===== src/rtl/spi_eng_pkg.sv =====
package spi_eng_pkg;
  typedef struct packed {
    logic miso_inv;
    logic mosi_inv;
    logic ss_inv;
    logic sck_inv;
    logic free_run;
    logic lsb_first;
    logic cpol;
    logic cpha;
  } spi_ctrl_t;

  typedef enum logic [1:0] {
    ST_IDLE  = 2'd0,
    ST_ALIGN = 2'd1,
    ST_SHIFT = 2'd2
  } spi_state_e;
endpackage


===== src/rtl/spi_rate_div.sv =====
module spi_rate_div #(
  parameter int CW = 8
) (
  input  logic          clk,
  input  logic          rst_n,
  input  logic          run_i,
  input  logic          clear_i,
  input  logic [CW-1:0] limit_i,
  output logic          tick_o
);
  logic [CW-1:0] cnt;

  assign tick_o = run_i && !clear_i && (cnt == limit_i);

  always_ff @(posedge clk) begin
    if (!rst_n)                 cnt <= '0;
    else if (clear_i || !run_i) cnt <= '0;
    else if (cnt == limit_i)    cnt <= '0;
    else                        cnt <= cnt + 1'b1;
  end
endmodule


===== src/rtl/spi_bit_pos.sv =====
module spi_bit_pos #(
  parameter int IDX_W = 5,
  parameter int POS_W = 4
) (
  input  logic [IDX_W-1:0] idx_i,
  input  logic [IDX_W-1:0] len_i,
  input  logic             lsb_first_i,
  output logic [POS_W-1:0] pos_o
);
  logic [IDX_W-1:0] rev;
  logic             unused_rev;

  assign rev        = len_i - idx_i - IDX_W'(1);
  assign unused_rev = ^rev[IDX_W-1:POS_W];
  assign pos_o      = lsb_first_i ? idx_i[POS_W-1:0] : rev[POS_W-1:0];
endmodule


===== src/rtl/spi_sel_decode.sv =====
module spi_sel_decode #(
  parameter int SEL_N = 8,
  parameter int SEL_W = 3
) (
  input  logic [SEL_W-1:0] idx_i,
  input  logic             enable_i,
  input  logic             invert_i,
  output logic [SEL_N-1:0] sel_n_o
);
  for (genvar g = 0; g < SEL_N; g++) begin : g_line
    assign sel_n_o[g] = ~(enable_i && (idx_i == SEL_W'(g))) ^ invert_i;
  end
endmodule


===== src/rtl/spi_master_engine.sv =====
module spi_master_engine #(
  parameter int DATA_W = 16,
  parameter int LEN_W  = 8,
  parameter int DIV_W  = 8,
  parameter int SEL_N  = 8,
  parameter int TGT_W  = 8
) (
  input  logic              clk,
  input  logic              rst_n,
  input  logic              start_i,
  input  logic [DATA_W-1:0] tx_data_i,
  input  logic [LEN_W-1:0]  len_i,
  input  logic [7:0]        ctrl_i,
  input  logic [DIV_W-1:0]  clk_div_i,
  input  logic [TGT_W-1:0]  target_i,
  output logic              busy_o,
  output logic [DATA_W-1:0] rx_data_o,
  output logic              sclk_o,
  output logic              mosi_o,
  input  logic              miso_i,
  output logic [SEL_N-1:0]  ss_n_o
);
  import spi_eng_pkg::*;

  localparam int POS_W  = $clog2(DATA_W);
  localparam int IDX_W  = POS_W + 1;
  localparam int ECNT_W = IDX_W + 1;
  localparam int SEL_W  = $clog2(SEL_N);

  spi_state_e        state;
  spi_ctrl_t         ctrl_live, ctrl_q, ctrl_eff;
  logic [DATA_W-1:0] tx_q, acc_q, acc_nx, rx_q;
  logic [IDX_W-1:0]  len_q, len_clamp, out_idx, in_idx;
  logic [ECNT_W-1:0] ecnt, ecnt_m1, last_edge;
  logic [DIV_W-1:0]  div_q, div_lim;
  logic [SEL_W-1:0]  tgt_q;
  logic [POS_W-1:0]  out_pos, in_pos;
  logic              phase, run, tick, accept, shifting, samp_edge, miso_eff;
  logic              unused_bits;

  assign ctrl_live   = spi_ctrl_t'(ctrl_i);
  assign busy_o      = (state != ST_IDLE);
  assign shifting    = (state == ST_SHIFT);
  assign ctrl_eff    = busy_o ? ctrl_q : ctrl_live;
  assign run         = busy_o || ctrl_live.free_run;
  assign div_lim     = busy_o ? div_q : clk_div_i;
  assign accept      = !busy_o && start_i && (len_i != '0);
  assign len_clamp   = (len_i > LEN_W'(DATA_W)) ? IDX_W'(DATA_W) : len_i[IDX_W-1:0];
  assign last_edge   = {len_q, 1'b0} - ECNT_W'(1);
  assign ecnt_m1     = ecnt - ECNT_W'(1);
  assign samp_edge   = (ecnt[0] == ctrl_q.cpha);
  assign in_idx      = ecnt[ECNT_W-1:1];
  assign out_idx     = !ctrl_q.cpha ? ecnt[ECNT_W-1:1] :
                       (ecnt == '0) ? '0 : ecnt_m1[ECNT_W-1:1];
  assign miso_eff    = miso_i ^ ctrl_q.miso_inv;
  assign unused_bits = ^{target_i, ecnt_m1[0]};

  spi_rate_div #(.CW(DIV_W)) u_div (
    .clk(clk), .rst_n(rst_n), .run_i(run), .clear_i(accept),
    .limit_i(div_lim), .tick_o(tick)
  );

  spi_bit_pos #(.IDX_W(IDX_W), .POS_W(POS_W)) u_opos (
    .idx_i(out_idx), .len_i(len_q), .lsb_first_i(ctrl_q.lsb_first), .pos_o(out_pos)
  );

  spi_bit_pos #(.IDX_W(IDX_W), .POS_W(POS_W)) u_ipos (
    .idx_i(in_idx), .len_i(len_q), .lsb_first_i(ctrl_q.lsb_first), .pos_o(in_pos)
  );

  spi_sel_decode #(.SEL_N(SEL_N), .SEL_W(SEL_W)) u_sel (
    .idx_i(tgt_q), .enable_i(shifting), .invert_i(ctrl_eff.ss_inv), .sel_n_o(ss_n_o)
  );

  always_comb begin
    acc_nx = acc_q;
    if (shifting && tick && samp_edge) acc_nx[in_pos] = miso_eff;
  end

  always_ff @(posedge clk) begin
    if (!rst_n) begin
      state  <= ST_IDLE;
      ctrl_q <= '0;
      tx_q   <= '0;
      len_q  <= '0;
      div_q  <= '0;
      tgt_q  <= '0;
      ecnt   <= '0;
      acc_q  <= '0;
      rx_q   <= '0;
      phase  <= 1'b0;
    end else begin
      if (!run)      phase <= 1'b0;
      else if (tick) phase <= ~phase;
      case (state)
        ST_IDLE: if (accept) begin
          ctrl_q <= ctrl_live;
          tx_q   <= tx_data_i;
          len_q  <= len_clamp;
          div_q  <= clk_div_i;
          tgt_q  <= target_i[SEL_W-1:0];
          ecnt   <= '0;
          acc_q  <= '0;
          state  <= ctrl_live.free_run ? ST_ALIGN : ST_SHIFT;
        end
        ST_ALIGN: if (tick && phase) begin
          state <= ST_SHIFT;
          ecnt  <= '0;
        end
        ST_SHIFT: if (tick) begin
          acc_q <= acc_nx;
          ecnt  <= ecnt + 1'b1;
          if (ecnt == last_edge) begin
            state <= ST_IDLE;
            rx_q  <= acc_nx;
          end
        end
        default: state <= ST_IDLE;
      endcase
    end
  end

  assign rx_data_o = rx_q;
  assign sclk_o    = phase ^ ctrl_eff.cpol ^ ctrl_eff.sck_inv;
  assign mosi_o    = (shifting & tx_q[out_pos]) ^ ctrl_eff.mosi_inv;

  AST_ZERO_LEN_IDLE: assert property (@(posedge clk) disable iff (!rst_n)
    (!busy_o && start_i && len_i == '0) |=> !busy_o);
  AST_START_TAKEN: assert property (@(posedge clk) disable iff (!rst_n)
    (!busy_o && start_i && len_i != '0) |=> busy_o);
  AST_RX_HOLD: assert property (@(posedge clk) disable iff (!rst_n)
    !$fell(busy_o) |-> $stable(rx_data_o));
  AST_ONE_SELECT: assert property (@(posedge clk) disable iff (!rst_n)
    shifting |-> $countones(ss_n_o ^ {SEL_N{~ctrl_eff.ss_inv}}) == 1);
  AST_NO_SELECT_OUTSIDE: assert property (@(posedge clk) disable iff (!rst_n)
    !shifting |-> ss_n_o == {SEL_N{~ctrl_eff.ss_inv}});
  AST_SCK_REST: assert property (@(posedge clk) disable iff (!rst_n)
    (!busy_o && !ctrl_i[3] && $past(!busy_o && !ctrl_i[3])) |-> sclk_o == (ctrl_i[1] ^ ctrl_i[4]));
  AST_CFG_HELD: assert property (@(posedge clk) disable iff (!rst_n)
    (busy_o && $past(busy_o)) |-> ($stable(tx_q) && $stable(ctrl_q) && $stable(len_q)));
endmodule


===== config.mk =====
export PLATFORM = sky130hd
export DESIGN_NAME = spi_master_engine
export DESIGN_NICKNAME = d
export VERILOG_FILES = /design/src/rtl/spi_eng_pkg.sv /design/src/rtl/spi_rate_div.sv /design/src/rtl/spi_bit_pos.sv /design/src/rtl/spi_sel_decode.sv /design/src/rtl/spi_master_engine.sv
export SDC_FILE = /design/constraint.sdc
export NUM_CORES = 1
export LEC_CHECK = 0
export BUFFER_PORTS_ARGS = -buffer_cell sky130_fd_sc_hd__buf_2
export CAP_MARGIN = 20
export CORE_MARGIN = 2
export CORE_UTILIZATION = 45
export CTS_BUF_LIST = sky130_fd_sc_hd__clkbuf_16
export CTS_CLUSTER_SIZE = 25
export DETAILED_ROUTE_END_ITERATION = 8
export PLACE_DENSITY = 0.75
export SETUP_SLACK_MARGIN = 0.05
export SYNTH_ARGS = -nofsm -noshare
export SYNTH_HDL_FRONTEND = slang
export SYNTH_SLANG_ARGS = --single-unit

===== constraint.sdc =====
create_clock -name clk -period 6.9 [get_ports clk]
set_input_delay 0.345 -clock clk [delete_from_list [all_inputs] [get_ports clk]]
set_output_delay 0.345 -clock clk [all_outputs]
set_load 0.02 [all_outputs]

Word-level counts from Yosys, hierarchy flattened

Index checks and enable logic that the tools add are counted.

Register bits: 89
Bits of input ports: 52
Output and inout port bits: 27
Logic and storage cells: 130

$add $sub $neg: 8
$lt $le $gt $ge: 4
Equal/unequal tests: 16
Muxes and demuxes: 26
Bitwise logic cells: 23
Reductions and logical operators: 35

Operators by type and width:

| kind                                                        | count |
|---|---|
| two-way mux 16 bit                                          | 3 |
| case mux 16 bit (2 select lines)                            | 1 |
| two-way mux 6 bit                                           | 3 |
| case mux 6 bit (3 select lines)                             | 1 |
| bitwise mux 16 bit                                          | 1 |
| logical AND 1 bit                                           | 16 |
| two-way mux 4 bit                                           | 4 |
| == test 3 bit (second input constant)                       | 4 |
| XOR 1 bit                                                   | 12 |
| less-than comparator 4 x 5 -> 1 bit (second input constant) | 2 |
| two-way mux 2 bit                                           | 5 |
| NOT 1 bit                                                   | 10 |
| adder 8 x 1 -> 8 bit (second input constant)                | 1 |
| == test 8 bit                                               | 1 |
| > comparator 8 x 5 -> 1 bit (second input constant)         | 1 |
| two-way mux 8 bit                                           | 1 |
| AND reduction 4 bit                                         | 2 |
| nonzero test 8 bit                                          | 1 |
| subtractor 4 x 1 -> 4 bit (second input constant)           | 2 |
| subtractor 4 bit                                            | 2 |
| two-way mux 7 bit                                           | 1 |
| adder 6 x 1 -> 6 bit (second input constant)                | 1 |
| == test 3 x 2 -> 1 bit (second input constant)              | 2 |
| == test 6 bit                                               | 1 |
| 25 further kinds                                            | 34 |

Depth between registers and ports, before layout

Gate-level depths: netlist of the first run.

Word-level depth: 12
Gate-level depth with buffers: 15
Depth with buffers taken out: 14

By module

A second synthesis of the first run with hierarchy kept.

Cell total of the unflattened synthesis: 614
Area, all modules: 5147.4 µm²

By module, submodules not included:

| module            | times used | cells each | area each (µm²) | seq. area each (µm²) |
|---|---|---|---|---|
| spi_master_engine | 1          | 499        | 4078.9          | 1601.5 |
| spi_rate_div      | 1          | 46         | 478.0           | 160.2 |
| spi_bit_pos       | 2          | 26         | 215.2           | 0.0 |
| spi_sel_decode    | 1          | 17         | 160.2           | 0.0 |

Worst setup path before layout of the first run

OpenSTA, ideal clock, no wires.

Path type: register to output
From: register ecnt[1]
To: output mosi_o
Data arrival time: 3373 ps
Data required time: 6555 ps
Path slack: 3182 ps
Stages on the path, launching flop included: 15
Buffers on the path: 1
Cell sequence: dfxtp_1 clkbuf_1 inv_1 ha_1 and4bb_2 nand2_1 nand2_1 ha_1 fa_1 nor2_1 a31oi_4 mux4_2 a22oi_1 a31oi_1 a211o_1

Cells in the longest elaborated chain, start to end: 10
Elaborated cells between the ends (all ways): 11
Classes of those cells: add/sub: 3; mux: 5; bitwise: 2; reduce/logical: 1

RTL lines:

| element                                                             | RTL line                                         | source |
|---|---|---|
| from (decl)                                                         | spi_master_engine.sv:34                          | `logic [ECNT_W-1:0] ecnt, ecnt_m1, last_edge;` |
| from (signal assigned)                                              | spi_master_engine.sv:112                         | `ecnt <= ecnt + 1'b1;` |
| subtractor 5 x 1 -> 5 bit / zero test 6 bit (equally long branches) | spi_master_engine.sv:50, spi_master_engine.sv:54 |  |
| two-way mux 4 bit                                                   | spi_master_engine.sv:54                          | `(ecnt == '0) ? '0 : ecnt_m1[ECNT_W-1:1];` |
| two-way mux 4 bit *                                                 | spi_master_engine.sv:53                          | `assign out_idx = !ctrl_q.cpha ? ecnt[ECNT_W-1:1] :` |
| subtractor 4 bit                                                    | spi_bit_pos.sv:13                                | `assign rev = len_i - idx_i - IDX_W'(1);` |
| subtractor 4 x 1 -> 4 bit                                           | spi_bit_pos.sv:13                                |  |
| two-way mux 4 bit *                                                 | spi_bit_pos.sv:15                                | `assign pos_o = lsb_first_i ? idx_i[POS_W-1:0] : rev[POS_W-1:0];` |
| binary-select mux 1 bit (select 4 bit) *                            | spi_master_engine.sv:125                         | `assign mosi_o = (shifting & tx_q[out_pos]) ^ ctrl_eff.mosi_inv;` |
| two-way mux 1 bit (not written as such) *                           | spi_master_engine.sv:125                         |  |
| AND 1 bit *                                                         | spi_master_engine.sv:125                         |  |
| XOR 1 bit *                                                         | spi_master_engine.sv:125                         |  |
| to (decl)                                                           | spi_master_engine.sv:19                          | `output logic mosi_o,` |

Every way passes the cells marked *; elsewhere a longest branch is shown, timed or not. The select of a mux whose other input is x is not followed.

Worst setup path after layout of the first run

Ends and elaborated chain as after synthesis.

==> results.cfg, run 1 <==
[outcome]
outcome = finished, final reports clean

[sta]
fmax_ghz = 0.226
tightestPinTransition_ns = 1.02
finalSetupTns_ns = 0
rsz0062_at_grt = false
period_needed_ns = 4.43
timing.final.crit_share_pct = 64.2
fin_skew_ns = 0.00825
setup_viol = 0
slew-limit-headroom_pct = 31.9
drv_slew = 0
hold_viol = 0

[floorplan]
die-width_um = 110
pin_count = 79
dieArea_sq_um = 12200
core_sq_um = 10900
start_util_pct = 46.5
die_h_um = 110
row_count = 38

[cts]
cts_buffers = 9
post_cts_buffers = 0
cts.htree.levels = 3
ctsResizeCount = 0
clkTransAtPathRegs_ns = 0.06
clockRootBuffer = clkbuf_16
clkSinkCount = 88
insertion_delay_ns = 0.33
tritoncts = done
holdBufCountCts = 0
cts_max_path_buffers = 2

[layout]
multiInputGateArea_sq_um = 3100
final_cell_mix = 112 x nand2_1, 88 x dfxtp_1, 73 x buf_2
syn2layout_area_growth_pct = 13.6
regArea_sq_um = 1760
diodes = 0
fillerInstances = 1006
final_common_cell = nand2_1
drive_above_1_share_pct = 18.8
layout.nets = 702
stdcell_area_sq_um = 5780

[critical_path]
reg2reg_depth = 9
r2r_end = rx_data_o[15]$_SDFFE_PN0P_
crit_fanout = 10
startpoint = ecnt[1]$_SDFFE_PN0P_
crit_path_end_kind = output pin
cp.depth = 14
rrSetupSlack_ns = 3.74
critPathMaxStageDelay_ns = 0.55
worstPathRequired_ns = 6.55
endpoint = mosi_o
critical_path_class = reg -> out
worstPathCellList = inv_1 -> ha_1 -> and4bb_2 -> nand2_1 -> nand2_1 -> ha_1 -> fa_1 -> nor2_1 -> a31oi_4 -> mux4_2 -> a22oi_1 -> a31oi_1 -> a211o_1 -> buf_2
cpMaxStageDelayCell = mux4_2
rr_startpoint = ecnt[2]$_SDFFE_PN0P_
path_delay_family = compound AO/OA/AOI/OAI gates
crit_buf_inv = 2
cp.arrival_ns = 4.08
cp-start-kind = flop

[logic_synthesis]
synth-async-reset-ratio_pct = 0
synth_edf_count = 0
synthCells = 588
ys_seq_elements = 88
synth_area_sq_um = 5090
synthesis.nets = 652
avgSynthCellArea_sq_um = 8.65
synth.yosys.seq_area_share_pct = 34.6
synth_cell_types = 66
ys_warn_count = 0
ys.flop_type = dfxtp_1

[route]
via_per_inst = 5.54
vias = 4331
totalWireLength_um = 11400
antenna_left = 0
drc = 0
drtPass1Iterations = 5
drtIter0Drc = 273
post_drt_wl_per_cell_um = 14.6

[run]
drv_cap = 0

[place]
dpl_cell_area_sq_um = 5500
hpwlAfterDp_um = 8370
io_buffers = 73
routabilityCongestion = 0.882

[global_routing]
grt_max_degree = 49
grt_pass1_vias = 4054
grt_pass1_wl_um = 19100
overflow = 0
antenna_found_initial = 0
track_usage_pct = 19.9

[worst_hold_path]
hold_path_class = in -> reg

[pwr]
pwr_density_cell_nw_per_um2 = 205
vdd_ir_drop_max_uv = 139
p_leak_nw = 2.10
==> cell families (layout without fill, tap and decap cells) <==
| kind of cell | Yosys count | after routing | synth area share [%] |
|---|---|---|---|
| compound gates | 148 | 148 | 22.9 |
| xor+xnor | 41 | 41 | 7.06 |
| fa+ha+maj | 12 | 12 | 3.25 |
| buf+inv | 55 | 109 | 4.35 |
| flops | 88 | 88 | 34.6 |
| mux | 25 | 25 | 5.93 |
| simple gates | 219 | 219 | 21.9 |
==> state kept, by name, indices dropped and copies added, names as in the netlist <==
name / flops
rx_data_o: 16
ecnt: 6
tgt_q: 3
acc_q: 16
phase: 1
ctrl_q: 7
tx_q: 16
u_div.cnt: 8
div_q: 8
state: 2
len_q: 5
==> worst register-to-register path, delay by kind of cell (launching register included) <==
kind / cells / cell delay (ns)
AOI/OAI and AO/OA: 4 / 1.01
xor gates and xnor gates: 1 / 0.16
adders and majority gates: 1 / 0.30
buffers and inverters: 1 / 0.17
DFF: 1 / 0.57
muxes: 1 / 0.28
and+or+nand+nor: 1 / 0.56
==> per-stage QoR <==
stage	hold WS (ns)	worst slack (ns)	power [mW]	util, %	instances
after global placement	0.435	2.95	0.719	50.3	767
after detailed placement	0.441	2.86	0.726	50.3	767
after floorplan	0.440	3.18	0.675	-	588
final	0.261	2.47	1.18	52.8	782
after global routing	0.271	2.29	1.23	52.8	782
after CTS	0.256	2.48	1.19	52.8	782
==> metal layers <==
layer / track usage [%] / wire [um] / vias to the layer above
li1: - / - / 2167
met5: 0 / 0 / -
met3: 4.29 / 598 / 12
met1: 26.3 / 5350 / 2043
met4: 6.07 / 147 / 0
met2: 32.5 / 5330 / 109
==> synthesized netlist by cell type (5+ instances only) <==
library cell  instances  area share, %
a2111oi_2             6            1.8
a21boi_0             38            5.6
a21oi_1               9           0.89
a22o_1               18            3.1
buf_2                 9           0.89
clkbuf_1             26            1.9
dfxtp_1              88             35
ha_1                 10            2.5
inv_1                16            1.2
mux2i_1              20            3.9
nand2_1             112            8.3
nand2b_1              5           0.62
nand3_1              18            1.8
nor2_1               27            2.0
nor2b_1               8           0.98
nor3_1                6           0.59
nor4_1                8           0.98
o21ai_0              25            2.5
o21ai_1              17            1.7
xnor2_1              27            4.6
xor2_1               14            2.4
==> worst min-delay path by stage <==
| stage | startpoint | end | slack (ns) | cells after the start |
|---|---|---|---|---|
| 6_report | target_i[2] | tgt_q[2]$_SDFFE_PN0P_ | 0.26 | 3 |
| 4_1_cts | target_i[2] | tgt_q[2]$_SDFFE_PN0P_ | 0.26 | 3 |
| 3_3_place_gp | rx_data_o[11]$_SDFFE_PN0P_ | rx_data_o[11]$_SDFFE_PN0P_ | 0.43 | 2 |
| 5_1_grt | tx_data_i[2] | tx_q[2]$_SDFFE_PN0P_ | 0.27 | 3 |
| 3_5_place_dp | rx_data_o[0]$_SDFFE_PN0P_ | rx_data_o[0]$_SDFFE_PN0P_ | 0.44 | 2 |
| 2_1_floorplan | tx_q[12]$_SDFFE_PN0P_ | tx_q[12]$_SDFFE_PN0P_ | 0.44 | 2 |
==> where the power goes <==
part | switching [mW] | total [mW] | leakage (nW) | internal (mW)
registers | 0.0174 | 0.542 | 0.715 | 0.524
logic | 0.106 | 0.174 | 1.24 | 0.0680
clock network | 0.193 | 0.466 | 0.138 | 0.274
==> final cells by class <==
class / count / area share, %
clock buffer: 9 / 3.90
clock inverter: 6 / 0.888
inverter: 17 / 1.10
multi-input combinational: 445 / 53.7
sequential: 88 / 30.5
tap: 140 / 3.03
timing repair buffer: 77 / 6.85
No activity file was read; power rests on OpenSTA's default activity.
==> run 2, diff against run 1 <==
Settings changed: ABC_AREA from default to 1, PLACE_DENSITY 0.75 to 0.77.
Clock period 6.9 ns to 3.7 ns, I/O delays scaled along.
==> results.cfg, run 2 <==
[outcome]
outcome = finished, final reports clean

[critical_path]
worstPathRequired_ns = 3.51
crit_buf_inv = 3
reg2reg_depth = 14
worstPathCellList = inv_1 -> ha_1 -> o21ai_1 -> nand2_1 -> ha_1 -> fa_1 -> nand2_1 -> o21ai_1 -> inv_1 -> nand3_1 -> nand3_1 -> nand3_1 -> nand3_1 -> nand2_1 -> nand2_1 -> buf_2
endpoint = mosi_o
rr_startpoint = ecnt[3]$_SDFFE_PN0P_
critPathMaxStageDelay_ns = 0.48
critical_path_class = reg -> out
cpMaxStageDelayCell = fa_1
path_delay_family = adder cells
cp-start-kind = flop
cp.arrival_ns = 3.19
cp.depth = 16
rrSetupSlack_ns = 0.85
r2r_end = acc_q[8]$_SDFFE_PN0P_
crit_path_end_kind = output pin
startpoint = ecnt[1]$_SDFFE_PN0P_
crit_fanout = 7

[sta]
fin_hold_ws_ns = 0.0579
slew-limit-headroom_pct = 29.9
hold_viol = 0
period_needed_ns = 3.38
drv_slew = 0
rsz0062_at_grt = false
timing.final.crit_share_pct = 91.3
finalSetupTns_ns = 0
setup_ws_ns = 0.323
tightestPinTransition_ns = 1.05
setup_viol = 0
fmax_ghz = 0.296
fin_skew_ns = 0.00970

[floorplan]
row_count = 39
dieArea_sq_um = 12400
start_util_pct = 45.7
pin_count = 79
core_sq_um = 11300
die_h_um = 111
die-width_um = 111

[logic_synthesis]
synth_cell_types = 40
synth_top_family_by_area = simple AND/OR/NAND/NOR gates
ys_seq_elements = 88
yosys-top-cells-area = dfxtp_1 34%, nand2_1 15%, nand3_1 8.5%
synthesis.nets = 854
synth_commonest_cells = 204 x nand2_1, 88 x dfxtp_1, 88 x nand3_1, 79 x nor2_1, 74 x inv_1
synth_xor_area_share_pct = 4.40
yosysMostFrequentCell = nand2_1
synth.yosys.seq_area_share_pct = 34.1
synth-async-reset-ratio_pct = 0
synth_area_sq_um = 5170
avgSynthCellArea_sq_um = 6.54
yosys.area_share.simple_pct = 35.7
synth_edf_count = 0
synth_top_area_cell = dfxtp_1
synth.area.mux_share_pct = 0
synth_compound_area_share_pct = 13.9
ys_warn_count = 0
synth_top_area_share_pct = 34.1
ys.flop_type = dfxtp_1
synthAdderAreaFrac_pct = 3.19
synthCells = 790

[pwr]
seq_power_share_pct = 28.2
pwr_density_cell_nw_per_um2 = 704
vdd_ir_drop_max_uv = 449
power_mw = 4.20
sw_frac_of_total_pct = 43.7
p_leak_nw = 2.62
internal_power_mw = 2.36
p_switching_mw = 1.84
comb_power_share_pct = 47.0
clockPowerShare_pct = 24.8

[layout]
diodes = 0
final_cell_mix = 204 x nand2_1, 88 x nand3_1, 88 x dfxtp_1
layout.nets = 914
syn2layout_area_growth_pct = 15.3
drive_above_1_share_pct = 14.7
stdcell_area_sq_um = 5960
final_common_cell = nand2_1

[cts]
post_cts_buffers = 0
clkSinkCount = 88
cts.htree.levels = 3
cts_buffers = 9
tritoncts = done
clockRootBuffer = clkbuf_16
cts_max_path_buffers = 2
holdBufCountCts = 0
clkTransAtPathRegs_ns = 0.06
insertion_delay_ns = 0.35
ctsResizeCount = 0

[global_routing]
overflow = 0
antenna_found_initial = 0
grt_pass1_wl_um = 20800
grt_pass1_vias = 4679
grt_max_degree = 52
track_usage_pct = 20.2

[route]
highest_layer = met4
via_per_inst = 5.08
antenna_left = 0
drtPass1Iterations = 5
vias = 5073
drtIter0Drc = 255
drc = 0
wl_met2_um = 5640
totalWireLength_um = 11900
wl_met1_um = 5610
wl_met3_um = 412
post_drt_wl_per_cell_um = 11.9

[place]
hpwlAfterDp_um = 8410
dp_slack_ns = 0.546
dpl_cell_area_sq_um = 5620
io_buffers = 73
routabilityCongestion = 0.853

[run]
drv_cap = 0

[worst_hold_path]
hold_path_class = in -> reg
==> run 2: cell types whose count changed after synthesis, sizes merged, moves of 15 or more <==
cell / previous run / this run
mux2i: 20 / 0
a21boi: 38 / 0
a22o: 18 / 0
nand3: 19 / 89
a21oi: 9 / 65
nor2: 28 / 87
xnor2: 27 / 12
o21ai: 42 / 62
nand2: 112 / 216
inv: 17 / 77
==> run 2: cell families (layout without fill, tap and decap cells) <==
group,after synthesis,in the layout
AND/OR/NAND/NOR,418,418
AO/OA/AOI/OAI,136,136
buffers and inverters,110,175
flip-flops,88,88
XOR/XNOR,26,26
adder cells (fa/ha/maj),12,12
==> run 2: power by group through the flow <==
stage,Sequential (mW),Clock [mW],Combinational (mW)
floorplan,1.17,0,1.57
global placement,1.20,0,1.93
detailed placement,1.20,0,1.96
CTS,1.18,1.06,1.97
global route,1.20,1.11,2.25
finish,1.18,1.04,1.97
==> run 2: worst min path at each step <==
| stage | slack (ns) | cells past startpoint | end | from |
|---|---|---|---|---|
| final | 0.06 | 3 | tx_q[0]$_SDFFE_PN0P_ | tx_data_i[0] |
| after global routing | 0.07 | 3 | tx_q[7]$_SDFFE_PN0P_ | tx_data_i[7] |
| after detailed placement | 0.41 | 3 | tx_q[0]$_SDFFE_PN0P_ | tx_data_i[0] |
| after CTS | 0.05 | 3 | tx_q[0]$_SDFFE_PN0P_ | tx_data_i[0] |
| after floorplan | 0.32 | 2 | ctrl_q[7]$_SDFFE_PN0P_ | ctrl_i[7] |
| after global placement | 0.41 | 3 | tx_q[14]$_SDFFE_PN0P_ | tx_data_i[14] |
==> run 2: cell type report <==
class | count | area (sq um)
Tap cell | 143 | 179
Multi-Input combinational cell | 592 | 2960
Clock inverter | 7 | 120
Clock buffer | 9 | 225
Sequential cell | 88 | 1760
Inverter | 79 | 302
Fill cell | 1140 | 5360
Timing Repair Buffer | 80 | 418
==> run 2: metrics by stage <==
stage                     std cells  utilization [%]
after global placement          981             49.5
after detailed placement        982             49.6
final                           998             52.7
after global routing            998             52.7
after CTS                       998             52.7
after floorplan                 790                -
==> run 2: worst min-delay path, delay by kind of cell <==
kind | cells | cell delay, ns
buffers and inverters | 1 | 0.07
AND/OR/NAND/NOR | 2 | 0.11
==> run 2: layer usage <==
| metal | GRT usage (%) | vias to the layer above |
|---|---|---|
| met5 | 0 | - |
| met4 | 7.08 | 0 |
| met3 | 3.99 | 17 |
| met2 | 34.1 | 86 |
| met1 | 25.6 | 2284 |
| li1 | - | 2686 |
